==> src/rtl/bankrf_pkg.sv <==
// Package: shared constants and mode codes for the banked register file.
// Assumes the register number is 4 bits wide and that number 15 lives outside the file.
package bankrf_pkg;
    localparam int NUM_LOGICAL = 16;
    localparam int ADDR_W      = $clog2(NUM_LOGICAL);
    localparam int BASE_REGS   = NUM_LOGICAL - 1;      // numbers 0..14
    localparam int FIQ_FIRST   = 8;                    // first privately banked number in FIQ
    localparam int FIQ_REGS    = BASE_REGS - FIQ_FIRST;
    localparam int PAIR_FIRST  = 13;                   // first banked number in the other modes
    localparam int PAIR_REGS   = BASE_REGS - PAIR_FIRST;
    localparam int NUM_PAIRS   = 4;
    localparam int FIQ_BASE    = BASE_REGS;
    localparam int IRQ_BASE    = FIQ_BASE + FIQ_REGS;
    localparam int SVC_BASE    = IRQ_BASE + PAIR_REGS;
    localparam int ABT_BASE    = SVC_BASE + PAIR_REGS;
    localparam int UND_BASE    = ABT_BASE + PAIR_REGS;
    localparam int NUM_PHYS    = BASE_REGS + FIQ_REGS + NUM_PAIRS * PAIR_REGS;
    localparam int PHYS_W      = $clog2(NUM_PHYS);

    typedef enum logic [4:0] {
        MODE_USR = 5'b10000,
        MODE_FIQ = 5'b10001,
        MODE_IRQ = 5'b10010,
        MODE_SVC = 5'b10011,
        MODE_ABT = 5'b10111,
        MODE_UND = 5'b11011
    } mode_e;
endpackage

==> src/rtl/bankrf_map.sv <==
// Module: translates a register number plus a mode code into a physical entry index.
// Assumes undefined mode codes select the user view, and that number 15 is flagged
// invalid (index forced to 0) so that the caller can gate it.
module bankrf_map
    import bankrf_pkg::*;
(
    input  logic [4:0]        mode_i,
    input  logic [ADDR_W-1:0] addr_i,
    output logic [PHYS_W-1:0] phys_o,
    output logic              valid_o
);
    localparam int FIQ_OFS  = FIQ_BASE - FIQ_FIRST;
    localparam int IRQ_OFS  = IRQ_BASE - PAIR_FIRST;
    localparam int SVC_OFS  = SVC_BASE - PAIR_FIRST;
    localparam int ABT_OFS  = ABT_BASE - PAIR_FIRST;
    localparam int UND_OFS  = UND_BASE - PAIR_FIRST;

    logic in_fiq_range;
    logic in_pair_range;

    // Classify the register number against the two banking ranges.
    always_comb begin
        valid_o       = (int'(addr_i) < BASE_REGS);
        in_fiq_range  = valid_o && (int'(addr_i) >= FIQ_FIRST);
        in_pair_range = valid_o && (int'(addr_i) >= PAIR_FIRST);
    end

    // Select the physical index from the mode and the range.
    always_comb begin
        phys_o = PHYS_W'(addr_i);
        case (mode_i)
            MODE_FIQ: if (in_fiq_range)  phys_o = PHYS_W'(int'(addr_i) + FIQ_OFS);
            MODE_IRQ: if (in_pair_range) phys_o = PHYS_W'(int'(addr_i) + IRQ_OFS);
            MODE_SVC: if (in_pair_range) phys_o = PHYS_W'(int'(addr_i) + SVC_OFS);
            MODE_ABT: if (in_pair_range) phys_o = PHYS_W'(int'(addr_i) + ABT_OFS);
            MODE_UND: if (in_pair_range) phys_o = PHYS_W'(int'(addr_i) + UND_OFS);
            default:  phys_o = PHYS_W'(addr_i);
        endcase
        if (!valid_o) phys_o = '0;
    end
endmodule

==> src/rtl/bankrf_array.sv <==
// Module: flat storage of physical entries with several combinational read ports
// and one write port that writes on the clock edge. Assumes the indices are already
// mapped; an index at or beyond DEPTH reads 0 and is never written.
module bankrf_array #(
    parameter int DATA_W = 32,
    parameter int DEPTH  = 30,
    parameter int NUM_RD = 2,
    localparam int AW    = $clog2(DEPTH)
) (
    input  logic              clk,
    input  logic              rst_n,
    input  logic              we_i,
    input  logic [AW-1:0]     widx_i,
    input  logic [DATA_W-1:0] wdata_i,
    input  logic [AW-1:0]     ridx_i  [NUM_RD],
    output logic [DATA_W-1:0] rdata_o [NUM_RD]
);
    logic [DATA_W-1:0] mem_q [DEPTH];

    // Clear all entries on reset; otherwise update the addressed entry.
    always_ff @(posedge clk) begin
        if (!rst_n) begin
            for (int i = 0; i < DEPTH; i++) mem_q[i] <= '0;
        end else if (we_i && (int'(widx_i) < DEPTH)) begin
            mem_q[widx_i] <= wdata_i;
        end
    end

    for (genvar p = 0; p < NUM_RD; p++) begin : g_rd
        // Combinational read of the stored (pre-edge) contents.
        always_comb begin
            rdata_o[p] = '0;
            if (int'(ridx_i[p]) < DEPTH) rdata_o[p] = mem_q[ridx_i[p]];
        end
    end
endmodule

==> src/rtl/banked_regfile.sv <==
// Module: top of the mode-banked register file. It has two read ports and one write
// port, and all of them are translated by the mode in the same cycle. Assumes number 15
// (the program counter) is held elsewhere: it reads 0 here and writes to it are dropped.
module banked_regfile
    import bankrf_pkg::*;
#(
    parameter int DATA_W = 32
) (
    input  logic              clk,
    input  logic              rst_n,
    input  logic [4:0]        mode_i,
    input  logic              wr_en_i,
    input  logic [3:0]        wr_addr_i,
    input  logic [DATA_W-1:0] wr_data_i,
    input  logic [3:0]        rd_addr_a_i,
    output logic [DATA_W-1:0] rd_data_a_o,
    input  logic [3:0]        rd_addr_b_i,
    output logic [DATA_W-1:0] rd_data_b_o
);
    localparam int NUM_RD = 2;

    logic [ADDR_W-1:0] rd_addr  [NUM_RD];
    logic [PHYS_W-1:0] rd_phys  [NUM_RD];
    logic              rd_valid [NUM_RD];
    logic [DATA_W-1:0] rd_raw   [NUM_RD];
    logic [DATA_W-1:0] rd_data  [NUM_RD];
    logic [PHYS_W-1:0] wr_phys;
    logic              wr_valid;
    logic [PHYS_W-1:0] phys_a;
    logic [PHYS_W-1:0] phys_b;

    // Gather the read addresses into an indexed form.
    always_comb begin
        rd_addr[0] = rd_addr_a_i;
        rd_addr[1] = rd_addr_b_i;
    end

    for (genvar p = 0; p < NUM_RD; p++) begin : g_rmap
        bankrf_map u_map (
            .mode_i  (mode_i),
            .addr_i  (rd_addr[p]),
            .phys_o  (rd_phys[p]),
            .valid_o (rd_valid[p])
        );
        // Number 15 is not stored here and reads as zero.
        always_comb rd_data[p] = rd_valid[p] ? rd_raw[p] : '0;
    end

    bankrf_map u_wmap (
        .mode_i  (mode_i),
        .addr_i  (wr_addr_i),
        .phys_o  (wr_phys),
        .valid_o (wr_valid)
    );

    bankrf_array #(
        .DATA_W (DATA_W),
        .DEPTH  (NUM_PHYS),
        .NUM_RD (NUM_RD)
    ) u_array (
        .clk     (clk),
        .rst_n   (rst_n),
        .we_i    (wr_en_i && wr_valid),
        .widx_i  (wr_phys),
        .wdata_i (wr_data_i),
        .ridx_i  (rd_phys),
        .rdata_o (rd_raw)
    );

    // Drive the ports and expose the mapped indices for checking.
    always_comb begin
        rd_data_a_o = rd_data[0];
        rd_data_b_o = rd_data[1];
        phys_a      = rd_phys[0];
        phys_b      = rd_phys[1];
    end
endmodule

==> config.mk <==
export PLATFORM = sky130hd
export DESIGN_NAME = banked_regfile
export DESIGN_NICKNAME = d
export VERILOG_FILES = /design/src/rtl/bankrf_pkg.sv /design/src/rtl/bankrf_map.sv /design/src/rtl/bankrf_array.sv /design/src/rtl/banked_regfile.sv
export SDC_FILE = /design/constraint.sdc
export NUM_CORES = 2
export LEC_CHECK = 0
export ABC_AREA = 1
export CORE_AREA = 3 3 574 348
export DETAILED_ROUTE_END_ITERATION = 7
export DIE_AREA = 0 0 577 351
export HOLD_SLACK_MARGIN = 0.12
export SYNTH_ARGS = -nofsm -noshare
export SYNTH_HDL_FRONTEND = slang
export SYNTH_HIERARCHICAL = 1
export SYNTH_SLANG_ARGS = --single-unit
==> constraint.sdc <==
create_clock -name clk -period 3.7 [get_ports clk]
set_clock_uncertainty 0.2 [all_clocks]
set_input_delay 0.37 -clock clk [delete_from_list [all_inputs] [get_ports clk]]
set_output_delay 0.37 -clock clk [all_outputs]
set_load 0.01 [all_outputs]
==> flow_summary.toml <==
[outcome]
status = "finished, violations left"
violations = "DRC, setup timing"

[timing]
finalHoldViolCount = 0
rsz0062_at_grt = "yes"
period_share = 1.08
drv_slew = 0
tns_ns = -8.48
fin_crit_ns = 3.98
worst_pin_slew_ns = 1.16
max_slew_margin = 0.223
fin_ws_ns = -0.281
fmax_mhz = 251
finalSetupViolCount = 60

[worst_setup_path]
worstPathArrival_ns = 3.41
critical_path.max_stage_delay_ns = 0.17
path_buf_inv = 13
cpLargestDelayFamily = "buffers and inverters"
crit_required_ns = 3.13
critical-path-slowest-cell = "a21oi_4"
timing.critical_path.mode_cell = "nand2_2"
path_class = "input port to output port"
crit_path_end_kind = "output port"
start_kind = "input port"
cp_max_fo = 7

[power_and_ir_drop]
finalPower_w = 0.0337
leakagePower_nw = 33.1
irDropWorstVdd_v = 0.000359
p_per_area_nw_per_um2 = 430

[drt]
wire_per_inst_um = 24.4
ant_nets = 0
drc_errors = 10
via_count = 60100
drt-total-wl_um = 266000
drtPass1Iterations = 8
drtIter0Drc = 9452
avgViaCountPerCell = 5.51

[synthesis]
synthCells = 7561
syn_avg_cell_area_um2 = 7.72
synth_area_um2 = 58400
ys_seq_area_frac = 0.527
ys_ff_latch = 1024
synth_cell_types = 40
yosysWarnings = 6

[floorplan]
initial_core_util = 0.301
die_height_um = 351
ioPinCount = 116
die_w_um = 577
dieArea_um2 = 203000
design.core.area_um2 = 194000
rows = 125

[grt]
globalRouteOverflowTotal = 0
globalRouteTotalUtil = 0.246
antenna_found_initial = 6
grt_pass1_vias = 55100
grt_pass1_wl_um = 372000
grt_max_degree = 39

[placed_design]
hpwlAfterDp_um = 165000
place_ws_ns = -1.23
routabilityCongestion = 0.934
port_buffers = 115

[clock_tree]
cts_buffer_depth = 3
cts_max_level = 3
cts_tree = "done"
cts_made_buffers = 95
numClockSinks = 1024
clkSlewWorstSetupHoldPaths_ns = 0.07
cts-root-buf = "clkbuf_16"

[final_layout]
most-common-layout-cells = "nand2_1, nor2_1, edfxtp_1, nand3_1, buf_4"
top_regs = "u_array/mem_q: 1024 flops"
top_register = "u_array/mem_q"
fin_util = 0.404
largest_reg_flops = 1024
num-fill-cells = 18900
syn2layout_area_growth_pct = 34.4
final_common_cell = "nand2_1"
drive_gt1_frac = 0.221
final_net_count = 8304

[job]
maxCapViolCount = 0

[hold_path]
hold_depth = 1
hp-start = "wr_data_i[1]"
hold_path.class = "input port to flip-flop"
whs_endpoint = "u_array/mem_q[31][1]"
-- cells by family after synthesis --
kind of cell             after synthesis  synth area share
AO/OA/AOI/OAI                        700            0.0655
adder cells (fa/ha/maj)               15           0.00322
buffers and inverters                874            0.0624
flip-flops                          1024             0.527
multiplexers                           2          0.000343
other                                  1         0.0000643
AND/OR/NAND/NOR                     4945             0.342
-- where the power goes --
part,switching (W),internal (W)
sequential,0.000373,0.0134
combinational,0.00609,0.00401
clock,0.00483,0.00495
total,0.0113,0.0224
-- what timing repair did --
action,in CTS,in global routing
hold buffers,23,0
endpoints found under the setup margin,64,286
cloned,38,33
buffers inserted,136,104
hold endpoints to repair,46,0
pin swaps,175,204
resized for setup,874,418
-- metrics by stage --
stage | instance area [um2] | hold WS (ns) | cells
4_1_cts | 75700 | 0.134 | 10800
2_1_floorplan | 58600 | 0.269 | 7624
5_1_grt | 78400 | 0.137 | 10900
6_report | 78400 | 0.147 | 10900
3_3_place_gp | 68700 | 0.784 | 10400
3_5_place_dp | 68700 | 0.797 | 10400
-- final cells by class --
class | count | area [um2] | area share
Timing Repair Buffer | 1128 | 14100 | 0.179
Tap cell | 2603 | 3260 | 0.0415
Inverter | 257 | 1110 | 0.0142
Clock inverter | 53 | 377 | 0.00480
Sequential cell | 1024 | 30700 | 0.392
Timing Repair inverter | 5 | 68.8 | 0.000877
Multi-Input combinational cell | 5726 | 26400 | 0.336
Clock buffer | 117 | 2460 | 0.0314
Antenna cell | 1 | 2.50 | 0.0000319
-- worst max-delay path by stage --
stage,start,endpoint,cells past startpoint
5_1_grt,rd_addr_b_i[2],rd_data_b_o[14],31
4_1_cts,mode_i[0],rd_data_a_o[11],24
3_5_place_dp,rd_addr_b_i[0],rd_data_b_o[24],24
6_report,rd_addr_a_i[0],rd_data_a_o[24],29
2_1_floorplan,wr_addr_i[1],u_array/mem_q[23][0],18
3_3_place_gp,rd_addr_b_i[0],rd_data_b_o[24],24
-- metal layers --
layer,wire [um],track usage
met5,13,0
met4,10200,0.0864
met3,42900,0.0645
met2,107000,0.347
met1,105000,0.360
-- synth_stat cells --
cell | n | area [um2]
o22ai_1 | 40 | 250
nor2_1 | 1776 | 6670
a21oi_1 | 152 | 761
nand2_2 | 11 | 68.8
a41oi_1 | 1 | 8.76
a31oi_1 | 1 | 6.26
nor4_1 | 1 | 6.26
clkbuf_1 | 305 | 1140
nand4_2 | 1 | 12.5
nand3_2 | 5 | 50.1
inv_1 | 243 | 912
nor2_2 | 9 | 56.3
inv_2 | 10 | 37.5
nor3_2 | 1 | 10.0
a21oi_2 | 3 | 26.3
or2_2 | 32 | 200
o21ai_1 | 11 | 55.1
nand3_1 | 829 | 4150
mux2i_1 | 2 | 20.0
nor2_4 | 6 | 67.6
o211ai_1 | 87 | 653
o21ai_0 | 400 | 2000
buf_6 | 6 | 67.6
edfxtp_1 | 1024 | 30700
a22oi_1 | 1 | 7.51
buf_2 | 240 | 1200
buf_1 | 63 | 236
o211ai_2 | 1 | 12.5
nand2_4 | 3 | 33.8
nor3_4 | 5 | 81.3
a21oi_4 | 2 | 32.5
a21o_1 | 1 | 7.51
nand4_1 | 8 | 50.1
inv_4 | 2 | 12.5
buf_4 | 3 | 22.5
nor3_1 | 8 | 40.0
conb_1 | 1 | 3.75
ha_1 | 15 | 188
nand2_1 | 2250 | 8450
clkinv_1 | 2 | 7.51
(Power assumes the default switching activity.)
